[config.mk]
export PLATFORM = sky130hd
export DESIGN_NAME = dmp_divider
export DESIGN_NICKNAME = d
export VERILOG_FILES = /design/src/rtl/dmp_pkg.sv /design/src/rtl/dmp_prescaler.sv /design/src/rtl/dmp_cycle_ctr.sv /design/src/rtl/dmp_cfg.sv /design/src/rtl/dmp_divider.sv
export SDC_FILE = /design/constraint.sdc
export NUM_CORES = 1
export LEC_CHECK = 0
export BUFFER_PORTS_ARGS = -buffer_cell sky130_fd_sc_hd__buf_4
export CAP_MARGIN = 30
export CORE_ASPECT_RATIO = 1.5
export CORE_MARGIN = 2
export CORE_UTILIZATION = 55
export CTS_BUF_LIST = sky130_fd_sc_hd__clkbuf_4 sky130_fd_sc_hd__clkbuf_8
export DETAILED_ROUTE_END_ITERATION = 8
export PLACE_DENSITY = 0.8
export SLEW_MARGIN = 20
export SYNTH_ARGS = -nofsm -noshare
export SYNTH_HDL_FRONTEND = slang
export SYNTH_SLANG_ARGS = --single-unit
export TNS_END_PERCENT = 100
[constraint.sdc]
create_clock -name clk -period 8.9 [get_ports clk]
set_input_delay 0 -clock clk [delete_from_list [all_inputs] [get_ports clk]]
set_output_delay 0 -clock clk [all_outputs]
set_load 0.02 [all_outputs]
[src/rtl/dmp_pkg.sv]
package dmp_pkg;
    localparam int MODE_W = 2;
    localparam int A_W    = 6;
    localparam int B_W    = 13;
    localparam int PC_W   = 7;   // prescaler count, holds up to 64
    localparam int B_MIN  = 3;

    typedef struct packed {
        logic [MODE_W-1:0] mode;
        logic [A_W-1:0]    a;
        logic [B_W-1:0]    b;
    } dmp_cfg_t;

    // Base modulus P for a prescaler code
    function automatic logic [PC_W-1:0] base_mod(input logic [MODE_W-1:0] m);
        logic [PC_W-1:0] p;
        case (m)
            2'b00:   p = PC_W'(8);
            2'b01:   p = PC_W'(16);
            2'b10:   p = PC_W'(32);
            default: p = PC_W'(64);
        endcase
        return p;
    endfunction
endpackage

[src/rtl/dmp_prescaler.sv]
module dmp_prescaler
    import dmp_pkg::*;
(
    input  logic              clk,
    input  logic              rst_n,
    input  logic              evt_i,
    input  logic              plus_i,
    input  logic [MODE_W-1:0] mode_i,
    output logic              tick_o
);
    typedef struct packed {
        logic [PC_W-1:0] cnt;
    } pre_st_t;

    pre_st_t s_d, s_q;
    logic [PC_W-1:0] last;
    logic tick;

    always_comb begin
        s_d  = s_q;
        last = base_mod(mode_i) - PC_W'(1) + PC_W'(plus_i);
        tick = evt_i && (s_q.cnt == last);
        if (tick)       s_d.cnt = '0;
        else if (evt_i) s_d.cnt = s_q.cnt + PC_W'(1);
    end

    always_ff @(posedge clk or negedge rst_n) begin
        if (!rst_n) s_q <= '0;
        else        s_q <= s_d;
    end

    assign tick_o = tick;

    // the prescaler count never passes the active modulus
    a_r2_pre_bound: assert property (@(posedge clk) disable iff (!rst_n)
        s_q.cnt <= last);
endmodule

[src/rtl/dmp_cycle_ctr.sv]
module dmp_cycle_ctr
    import dmp_pkg::*;
(
    input  logic           clk,
    input  logic           rst_n,
    input  logic           tick_i,
    input  logic [A_W-1:0] a_i,
    input  logic [B_W-1:0] b_i,
    output logic           plus_o,
    output logic           end_o
);
    typedef struct packed {
        logic [B_W-1:0] k;
    } cyc_st_t;

    cyc_st_t s_d, s_q;
    logic fin;

    always_comb begin
        s_d    = s_q;
        plus_o = s_q.k < {{(B_W-A_W){1'b0}}, a_i};
        fin    = tick_i && (s_q.k == b_i - B_W'(1));
        if (fin)         s_d.k = '0;
        else if (tick_i) s_d.k = s_q.k + B_W'(1);
    end

    always_ff @(posedge clk or negedge rst_n) begin
        if (!rst_n) s_q <= '0;
        else        s_q <= s_d;
    end

    assign end_o = fin;

    // the prescaler-cycle index stays below B
    a_r2_cycle_bound: assert property (@(posedge clk) disable iff (!rst_n)
        s_q.k < b_i);
endmodule

[src/rtl/dmp_cfg.sv]
module dmp_cfg
    import dmp_pkg::*;
(
    input  logic     clk,
    input  logic     rst_n,
    input  logic     load_i,
    input  dmp_cfg_t cfg_i,
    input  logic     end_i,
    output dmp_cfg_t act_o,
    output logic     err_o
);
    typedef struct packed {
        dmp_cfg_t act;
        dmp_cfg_t pend;
        logic     pend_v;
        logic     err;
    } cfg_st_t;

    localparam dmp_cfg_t CFG_RST = '{mode: '0, a: '0, b: B_W'(B_MIN)};

    cfg_st_t s_d, s_q;
    logic legal;

    always_comb begin
        s_d   = s_q;
        legal = (cfg_i.b >= B_W'(B_MIN)) && (cfg_i.b >= {{(B_W-A_W){1'b0}}, cfg_i.a});
        if (load_i) begin
            if (legal) begin
                s_d.pend   = cfg_i;
                s_d.pend_v = 1'b1;
                s_d.err    = 1'b0;
            end else begin
                s_d.err    = 1'b1;
            end
        end
        if (end_i && s_d.pend_v) begin
            s_d.act    = s_d.pend;
            s_d.pend_v = 1'b0;
        end
    end

    always_ff @(posedge clk or negedge rst_n) begin
        if (!rst_n) s_q <= '{act: CFG_RST, pend: CFG_RST, pend_v: 1'b0, err: 1'b0};
        else        s_q <= s_d;
    end

    assign act_o = s_q.act;
    assign err_o = s_q.err;

    // a rejected load raises the flag
    a_r5_reject_flags: assert property (@(posedge clk) disable iff (!rst_n)
        (load_i && !legal) |=> err_o);
    // an accepted load clears the flag
    a_r7_accept_clears: assert property (@(posedge clk) disable iff (!rst_n)
        (load_i && legal) |=> !err_o);
    // the active setting only moves at a period boundary
    a_r10_hold_active: assert property (@(posedge clk) disable iff (!rst_n)
        !end_i |=> $stable(act_o));
    // the active setting is always a legal one
    a_r6_active_legal: assert property (@(posedge clk) disable iff (!rst_n)
        (act_o.b >= B_W'(B_MIN)) && (act_o.b >= {{(B_W-A_W){1'b0}}, act_o.a}));
endmodule

[src/rtl/dmp_divider.sv]
module dmp_divider
    import dmp_pkg::*;
(
    input  logic              clk,
    input  logic              rst_n,
    input  logic              evt_i,
    input  logic              load_i,
    input  logic [MODE_W-1:0] mode_i,
    input  logic [A_W-1:0]    a_i,
    input  logic [B_W-1:0]    b_i,
    output logic              div_o,
    output logic              cfg_err_o
);
    typedef struct packed {
        logic div;
    } top_st_t;

    top_st_t  s_d, s_q;
    dmp_cfg_t act, req;
    logic     tick, plus, fin;

    assign req = '{mode: mode_i, a: a_i, b: b_i};

    dmp_cfg u_cfg (
        .clk    (clk),
        .rst_n  (rst_n),
        .load_i (load_i),
        .cfg_i  (req),
        .end_i  (fin),
        .act_o  (act),
        .err_o  (cfg_err_o)
    );

    dmp_prescaler u_pre (
        .clk    (clk),
        .rst_n  (rst_n),
        .evt_i  (evt_i),
        .plus_i (plus),
        .mode_i (act.mode),
        .tick_o (tick)
    );

    dmp_cycle_ctr u_cyc (
        .clk    (clk),
        .rst_n  (rst_n),
        .tick_i (tick),
        .a_i    (act.a),
        .b_i    (act.b),
        .plus_o (plus),
        .end_o  (fin)
    );

    always_comb begin
        s_d     = s_q;
        s_d.div = fin;
    end

    always_ff @(posedge clk or negedge rst_n) begin
        if (!rst_n) s_q <= '0;
        else        s_q <= s_d;
    end

    assign div_o = s_q.div;

    // the output pulse never lasts more than one cycle
    a_r3_one_cycle: assert property (@(posedge clk) disable iff (!rst_n)
        div_o |=> !div_o);
    // a period cannot complete without an event
    a_r4_needs_event: assert property (@(posedge clk) disable iff (!rst_n)
        fin |-> evt_i);
endmodule

# [Yosys cells after proc, flatten, opt, wreduce, memory -nomap -nowiden]
# Cells that the tools add are included.
[totals] input_bits=25 latchBits=0 out_inout_bits=2 ff_bits=65 rom_bits=0 mem_count=0 ram_bits=0
[op_classes] n_reduce_logical=7 n_bitwise=0 multipliers=0 n_lt_le_gt_ge=3 n_mux=9 div=0 shifts=0 add_sub_neg=5 n_eq_ne=4
[ops] cell="2-to-1 mux 13 bit" count=2
[ops] cell="2-to-1 mux 23 bit" count=1
[ops] cell="2-to-1 mux 22 bit" count=1
[ops] cell="one-hot mux 7 bit (3 select lines)" count=1
[ops] cell="2-to-1 mux 7 bit" count=2
[ops] cell="adder 13 x 1 -> 13 bit, second input constant" count=1
[ops] cell="equality test 13 bit" count=1
[ops] cell=">= comparator 13 x 2 -> 1 bit, second input constant" count=1
[ops] cell=">= comparator 13 x 6 -> 1 bit" count=1
[ops] cell="less-than comparator 13 x 6 -> 1 bit" count=1
[ops] cell="subtractor 13 x 1 -> 13 bit, second input constant" count=1
[ops] cell="adder 7 x 1 -> 7 bit" count=1
[ops] cell="adder 7 x 1 -> 7 bit, second input constant" count=1
[ops] cell="equality test 7 bit" count=1
[ops] cell="subtractor 7 x 1 -> 7 bit, second input constant" count=1
[ops] cell="logical AND 1 bit" count=4
[ops] cell="nonzero test 2 bit" count=2
[ops] cell="equality test 2 x 1 -> 1 bit, second input constant" count=1
[ops] cell="equality test 2 bit, second input constant" count=1
[ops] cell="zero test 2 bit" count=1
[ops] cell="2-to-1 mux 1 bit" count=2

# [Depth between registers and ports, before layout]
[depth] word_depth=9 depth_mapped=14 mapped_depth_nobuf=13

# [Cells and area by module]
# A second synthesis with hierarchy kept.
[hier_totals] cells_unflattened=398 area_unflattened_um2=4006.3
[modules_own_cells] module="dmp_cfg" cells_per_inst=206 n_inst=1 area_each_um2=2313.5 seq_area_each_um2=1106.1
[modules_own_cells] module="dmp_cycle_ctr" cells_per_inst=140 n_inst=1 area_each_um2=1189.9 seq_area_each_um2=325.3
[modules_own_cells] module="dmp_prescaler" cells_per_inst=51 n_inst=1 area_each_um2=478.0 seq_area_each_um2=175.2
[modules_own_cells] module="dmp_divider" cells_per_inst=1 n_inst=1 area_each_um2=25.0 seq_area_each_um2=25.0

# [Worst setup path before layout]
# No wires, ideal clock.
[synth_timing] path_kind="register to register" from="register u_cfg.s_q, in the netlist u_cfg.act_o[0]" to="register u_cfg.s_q, in the netlist u_cfg.act_o[10]" path_stages_with_launch=13 t_required_ns=8.775 t_arrival_ns=3.006 path_slack_ns=5.769 setup_ns=0.125 synth_period_minus_slack_ns=3.131 path_cell_list="dfstp_2 buf_2 inv_1 ha_1 buf_4 or4b_1 nor3_1 nor4_1 nor4_2 nand4_2 nor4_4 buf_6 mux2_4"
[synth_between] elab_chain_cells=4
[synth_lines] item="start, declared" line_no="dmp_cfg.sv:21" text="cfg_st_t s_d, s_q;"
[synth_lines] item="start signal, assigned" line_no="dmp_cfg.sv:43" text="if (!rst_n) s_q <= '{act: CFG_RST, pend: CFG_RST, pend_v: 1'b0, err: 1'b0};"
[synth_lines] item="subtractor 13 x 1 -> 13 bit" line_no="dmp_cycle_ctr.sv:22" text="fin = tick_i && (s_q.k == b_i - B_W'(1));"
[synth_lines] item="equality test 13 bit" line_no="dmp_cycle_ctr.sv:22"
[synth_lines] item="logical AND 1 bit" line_no="dmp_cycle_ctr.sv:22"
[synth_lines] item="logical AND 1 bit" line_no="dmp_cfg.sv:36" text="if (end_i && s_d.pend_v) begin"
# Every way passes these cells.
# A chain may end at the register's enable or synchronous reset.

# [Worst setup path in the final report]
[layout_timing] from="register u_cyc.s_q[4] in the netlist's numbering" to="register u_cfg.s_q, in the netlist u_cfg.act_o[19]"
[layout_between] elab_chain_cells=6
[layout_lines] item="start, declared" line_no="dmp_cycle_ctr.sv:16" text="cyc_st_t s_d, s_q;"
[layout_lines] item="start signal, assigned" line_no="dmp_cycle_ctr.sv:28" text="if (!rst_n) s_q <= '0;"
[layout_lines] item="start signal, assigned" line_no="dmp_cycle_ctr.sv:29" text="else s_q <= s_d;"
[layout_lines] item="less-than comparator 13 x 6 -> 1 bit" line_no="dmp_cycle_ctr.sv:21" text="plus_o = s_q.k < {{(B_W-A_W){1'b0}}, a_i};"
[layout_lines] item="adder 7 x 1 -> 7 bit" line_no="dmp_prescaler.sv:21" text="last = base_mod(mode_i) - PC_W'(1) + PC_W'(plus_i);"
[layout_lines] item="equality test 7 bit" line_no="dmp_prescaler.sv:22" text="tick = evt_i && (s_q.cnt == last);"
[layout_lines] item="logical AND 1 bit" line_no="dmp_prescaler.sv:22"
[layout_lines] item="logical AND 1 bit *" line_no="dmp_cycle_ctr.sv:22"
[layout_lines] item="logical AND 1 bit *" line_no="dmp_cfg.sv:36"
# Mark *: on every way between the ends. The rest lies on a longest branch, timed or not.

==> summary.txt <==
Floorplan
  – Initial core utilization: 56.3%
  – Die area: 0.00767 sq mm
  – Io pins: 27
  – DIE WIDTH: 72.2 um
  – Rows: 37
  – DIE HEIGHT: 106 um
  – CORE AREA: 0.00681 sq mm

Layout
  – Final Net Count: 455
  – Layout cell share with drive strength beyond 1: 22.4%
  – Antenna diodes: 0
  – Post-layout instance area: 0.00447 sq mm
  – Layout area overhead: 16.7%
  – Final core utilization: 65.7%

GRT
  – Vias in the first global route: 3,044
  – Initial antenna violation count: 0
  – GRT Total Usage: 23.8%
  – Gr ovfl total: 0
  – Largest net degree at the start of global routing: 66
  – First-pass GRT wire length: 14.2 mm

Logic synthesis
  – Number of flops mapped to enable cells by yosys: 0
  – Avg Inst Size Synth: 10.4 sq um
  – Seq/Total Area, Yosys: 42.6%
  – Synth Register Bits: 65
  – Netlist cell types: 57
  – Synth Flop Type: dfrtp_1
  – Synthesized area: 0.00383 sq mm
  – Mapped Cells: 368
  – YS warnings: 0
  – Ys async rst share: 100%
  – Syn Nets: 408

Timing
  – Period minus WS final: 3880 ps
  – Hold slack final: 14.2 ps
  – Setup tns final: 0 ps
  – RSZ-0062 raised after global routing: false
  – Period utilisation layout: 43.6%
  – FMAX: 0.257 GHz
  – Worst slew margin: 45.4%
  – Tightest Pin Transition: 819 ps
  – Clock Skews: 9.02 ps
  – Slew Viols, Final: 0
  – Final setup violation count: 0
  – Final number of hold-violating endpoints: 0

Power
  – Seq pwr share: 49.3%
  – Combinational Power Share: 17.5%
  – Clock power share: 33.1%
  – Final Total Pwr: 0.713 mW
  – Sw Ratio: 28.5%
  – Switching pwr: 0.203 mW
  – VDD IR max: 0.000135 V
  – Cell area power density: 159 mW/mm^2
  – Leakage: 1.97 nW
  – Internal power: 0.510 mW

Min path
  – Hold/Removal Path Class: input pin to flip-flop
  – WHS Path Cells: 3
  – HP Start: a_i[3]

Placement
  – Placement Cell Area: 0.00406 sq mm
  – Port Buffers: 26
  – Post-DP HPWL: 5.64 mm
  – Final GP Congestion: 0.902

Clock tree
  – Inserted Clock Buffers: 9
  – Worst-path clk slew: 70 ps
  – CTS resizes: 0
  – Clk buf depth: 2
  – Clk sink count: 65
  – # Post-CTS Setup Buffers: 0
  – Root buffer cell: clkbuf_8
  – CTS tree: yes
  – Later-pin clock latency in the skew report: 350 ps
  – CTS Hold Bufs: 23
  – # H-tree levels: 3

Worst setup path
  – R2R depth: 13
  – Critical path type: flip-flop to flip-flop
  – Slowest CP cell: dfrtp_1
  – Arrival @ worst endpoint: 4110 ps
  – CP startpoint kind: flip-flop
  – Critical-path cell list: ha_1 -> a21oi_1 -> o211ai_1 -> a41oi_1 -> inv_1 -> ha_1 -> xor2_1 -> xnor2_1 -> and3_1 -> nand2_1 -> nor4_4 -> buf_4 -> mux2_2
  – Largest stage delay on the critical path: 480 ps
  – Crit. End Element: flip-flop
  – Worst Setup SP: u_cyc.s_q[4]
  – Worst r2r src: u_cyc.s_q[4]
  – Most used cell, CP: ha_1
  – Max FO, Critical Path: 21
  – CP Data Required Time: 9130 ps

Routing
  – Drt first pass iters: 4
  – WL/cell: 16.4 um
  – Post-route antenna net violation count: 0
  – DRC: 0
  – DR iter-0 viols: 184
  – Via/cell ratio: 5.93
  – Vias: 2,955
  – Total wire length: 8.15 mm

Outcome
  – Run status: finished clean

Job
  – Max_cap viols: 0
-- registers in the layout (all words and copies together) (netlist names) --
register and count:
u_pre.s_q 7, u_cfg.s_q 22, u_cfg.err_o 1, u_cfg.act_o 21, div_o 1, u_cyc.s_q 13
-- Yosys cell counts (4+ instances only) --
library cell / number / area share [%]
o21ai_0: 15 / 2.0
nor3_1: 5 / 0.65
mux2_2: 16 / 4.7
clkbuf_1: 8 / 0.78
a21oi_1: 7 / 0.91
a31oi_1: 4 / 0.65
a211oi_1: 8 / 1.6
nand2b_1: 5 / 0.82
nand3_1: 12 / 1.6
nand4_1: 10 / 1.6
mux2_4: 20 / 7.8
nor2_1: 19 / 1.9
o31ai_1: 7 / 1.4
inv_1: 25 / 2.4
nand2_1: 30 / 2.9
or4_1: 5 / 0.98
ha_1: 15 / 4.9
dfstp_2: 4 / 2.7
xor2_1: 12 / 2.7
nor2b_1: 4 / 0.65
and3_1: 4 / 0.65
nor4_1: 7 / 1.1
o22ai_1: 6 / 0.98
xnor2_1: 10 / 2.3
dfrtp_1: 61 / 40
-- layout by cell type, fill, tap and decap left out, drive strengths merged, types with 5 or more instances in the layout --
| master | Yosys | routed |
|---|---|---|
| nand4 | 11 | 11 |
| nor2 | 19 | 19 |
| nand3 | 12 | 12 |
| a21oi | 7 | 7 |
| inv | 25 | 25 |
| o21ai | 16 | 16 |
| nor4 | 9 | 9 |
| xor2 | 12 | 12 |
| buf | 8 | 29 |
| dfrtp | 61 | 61 |
| o22ai | 6 | 6 |
| a211oi | 8 | 8 |
| o31ai | 8 | 8 |
| nand2b | 5 | 5 |
| xnor2 | 10 | 10 |
| clkbuf | 8 | 16 |
| nor3 | 6 | 6 |
| ha | 15 | 15 |
| dlygate4sd3 | 0 | 23 |
| or4 | 5 | 5 |
| mux2 | 36 | 36 |
| nand2 | 30 | 30 |
-- worst paths after layout --
path                              endpoint  slack (ps)
hold / removal               u_cfg.s_q[18]          10
hold reg to reg               u_cfg.s_q[9]         480
max in group asynchronous    u_cfg.s_q[15]        8070
setup reg to reg           u_cfg.act_o[19]        5020
min in group asynchronous    u_cfg.s_q[12]         270
setup / recovery           u_cfg.act_o[19]        5020
-- worst max-delay path: cells and delay by family, from the launching register on --
kind / cells / cell delay (ps)
AO/OA/AOI/OAI: 3 / 620
adder cells (fa/ha/maj): 2 / 560
AND/OR/NAND/NOR: 3 / 920
XOR/XNOR: 2 / 300
multiplexers: 1 / 380
buffers and inverters: 2 / 480
flip-flops: 1 / 480
-- power by group through the flow --
stage / registers [mW] / logic [mW] / clock network (mW)
after CTS: 0.351 / 0.125 / 0.239
after global routing: 0.357 / 0.142 / 0.251
final: 0.352 / 0.125 / 0.236
after global placement: 0.355 / 0.111 / 0
after detailed placement: 0.356 / 0.116 / 0
after floorplan: 0.350 / 0.0789 / 0
-- metal layers --
metal	share of wire, %	vias up	GRT usage, %
met4	3.1	0	10.5
met1	41	1455	27.9
met2	54	47	41.0
met3	2.7	20	5.02
li1	-	1433	-
met5	0	-	0
-- cell type report --
class,instances,area [sq um]
multi-input combinational,262,2020
timing repair buffer,52,448
inverter,25,93.8
fill,511,2330
sequential,65,1630
clock buffer,16,183
tap,78,97.6
-- kinds of logic (layout without fill, tap and decap cells) --
kind of cell / count (synthesis) / after routing / share of synthesized area (%)
adders and majority gates: 15 / 15 / 4.90
muxes: 38 / 38 / 13.1
xor gates and xnor gates: 22 / 22 / 5.03
buffers and inverters: 41 / 93 / 4.80
and+or+nand+nor: 120 / 120 / 17.4
AOI/OAI and AO/OA: 67 / 67 / 12.2
DFF: 65 / 65 / 42.6
-- per-stage QoR --
| stage | std cells | setup slack, ps |
|---|---|---|
| after floorplan | 368 | 5770 |
| after global placement | 459 | 5210 |
| after detailed placement | 459 | 5050 |
| after CTS | 498 | 5020 |
| after global routing | 498 | 4720 |
| final | 498 | 5020 |
(Power assumes the default switching activity.)
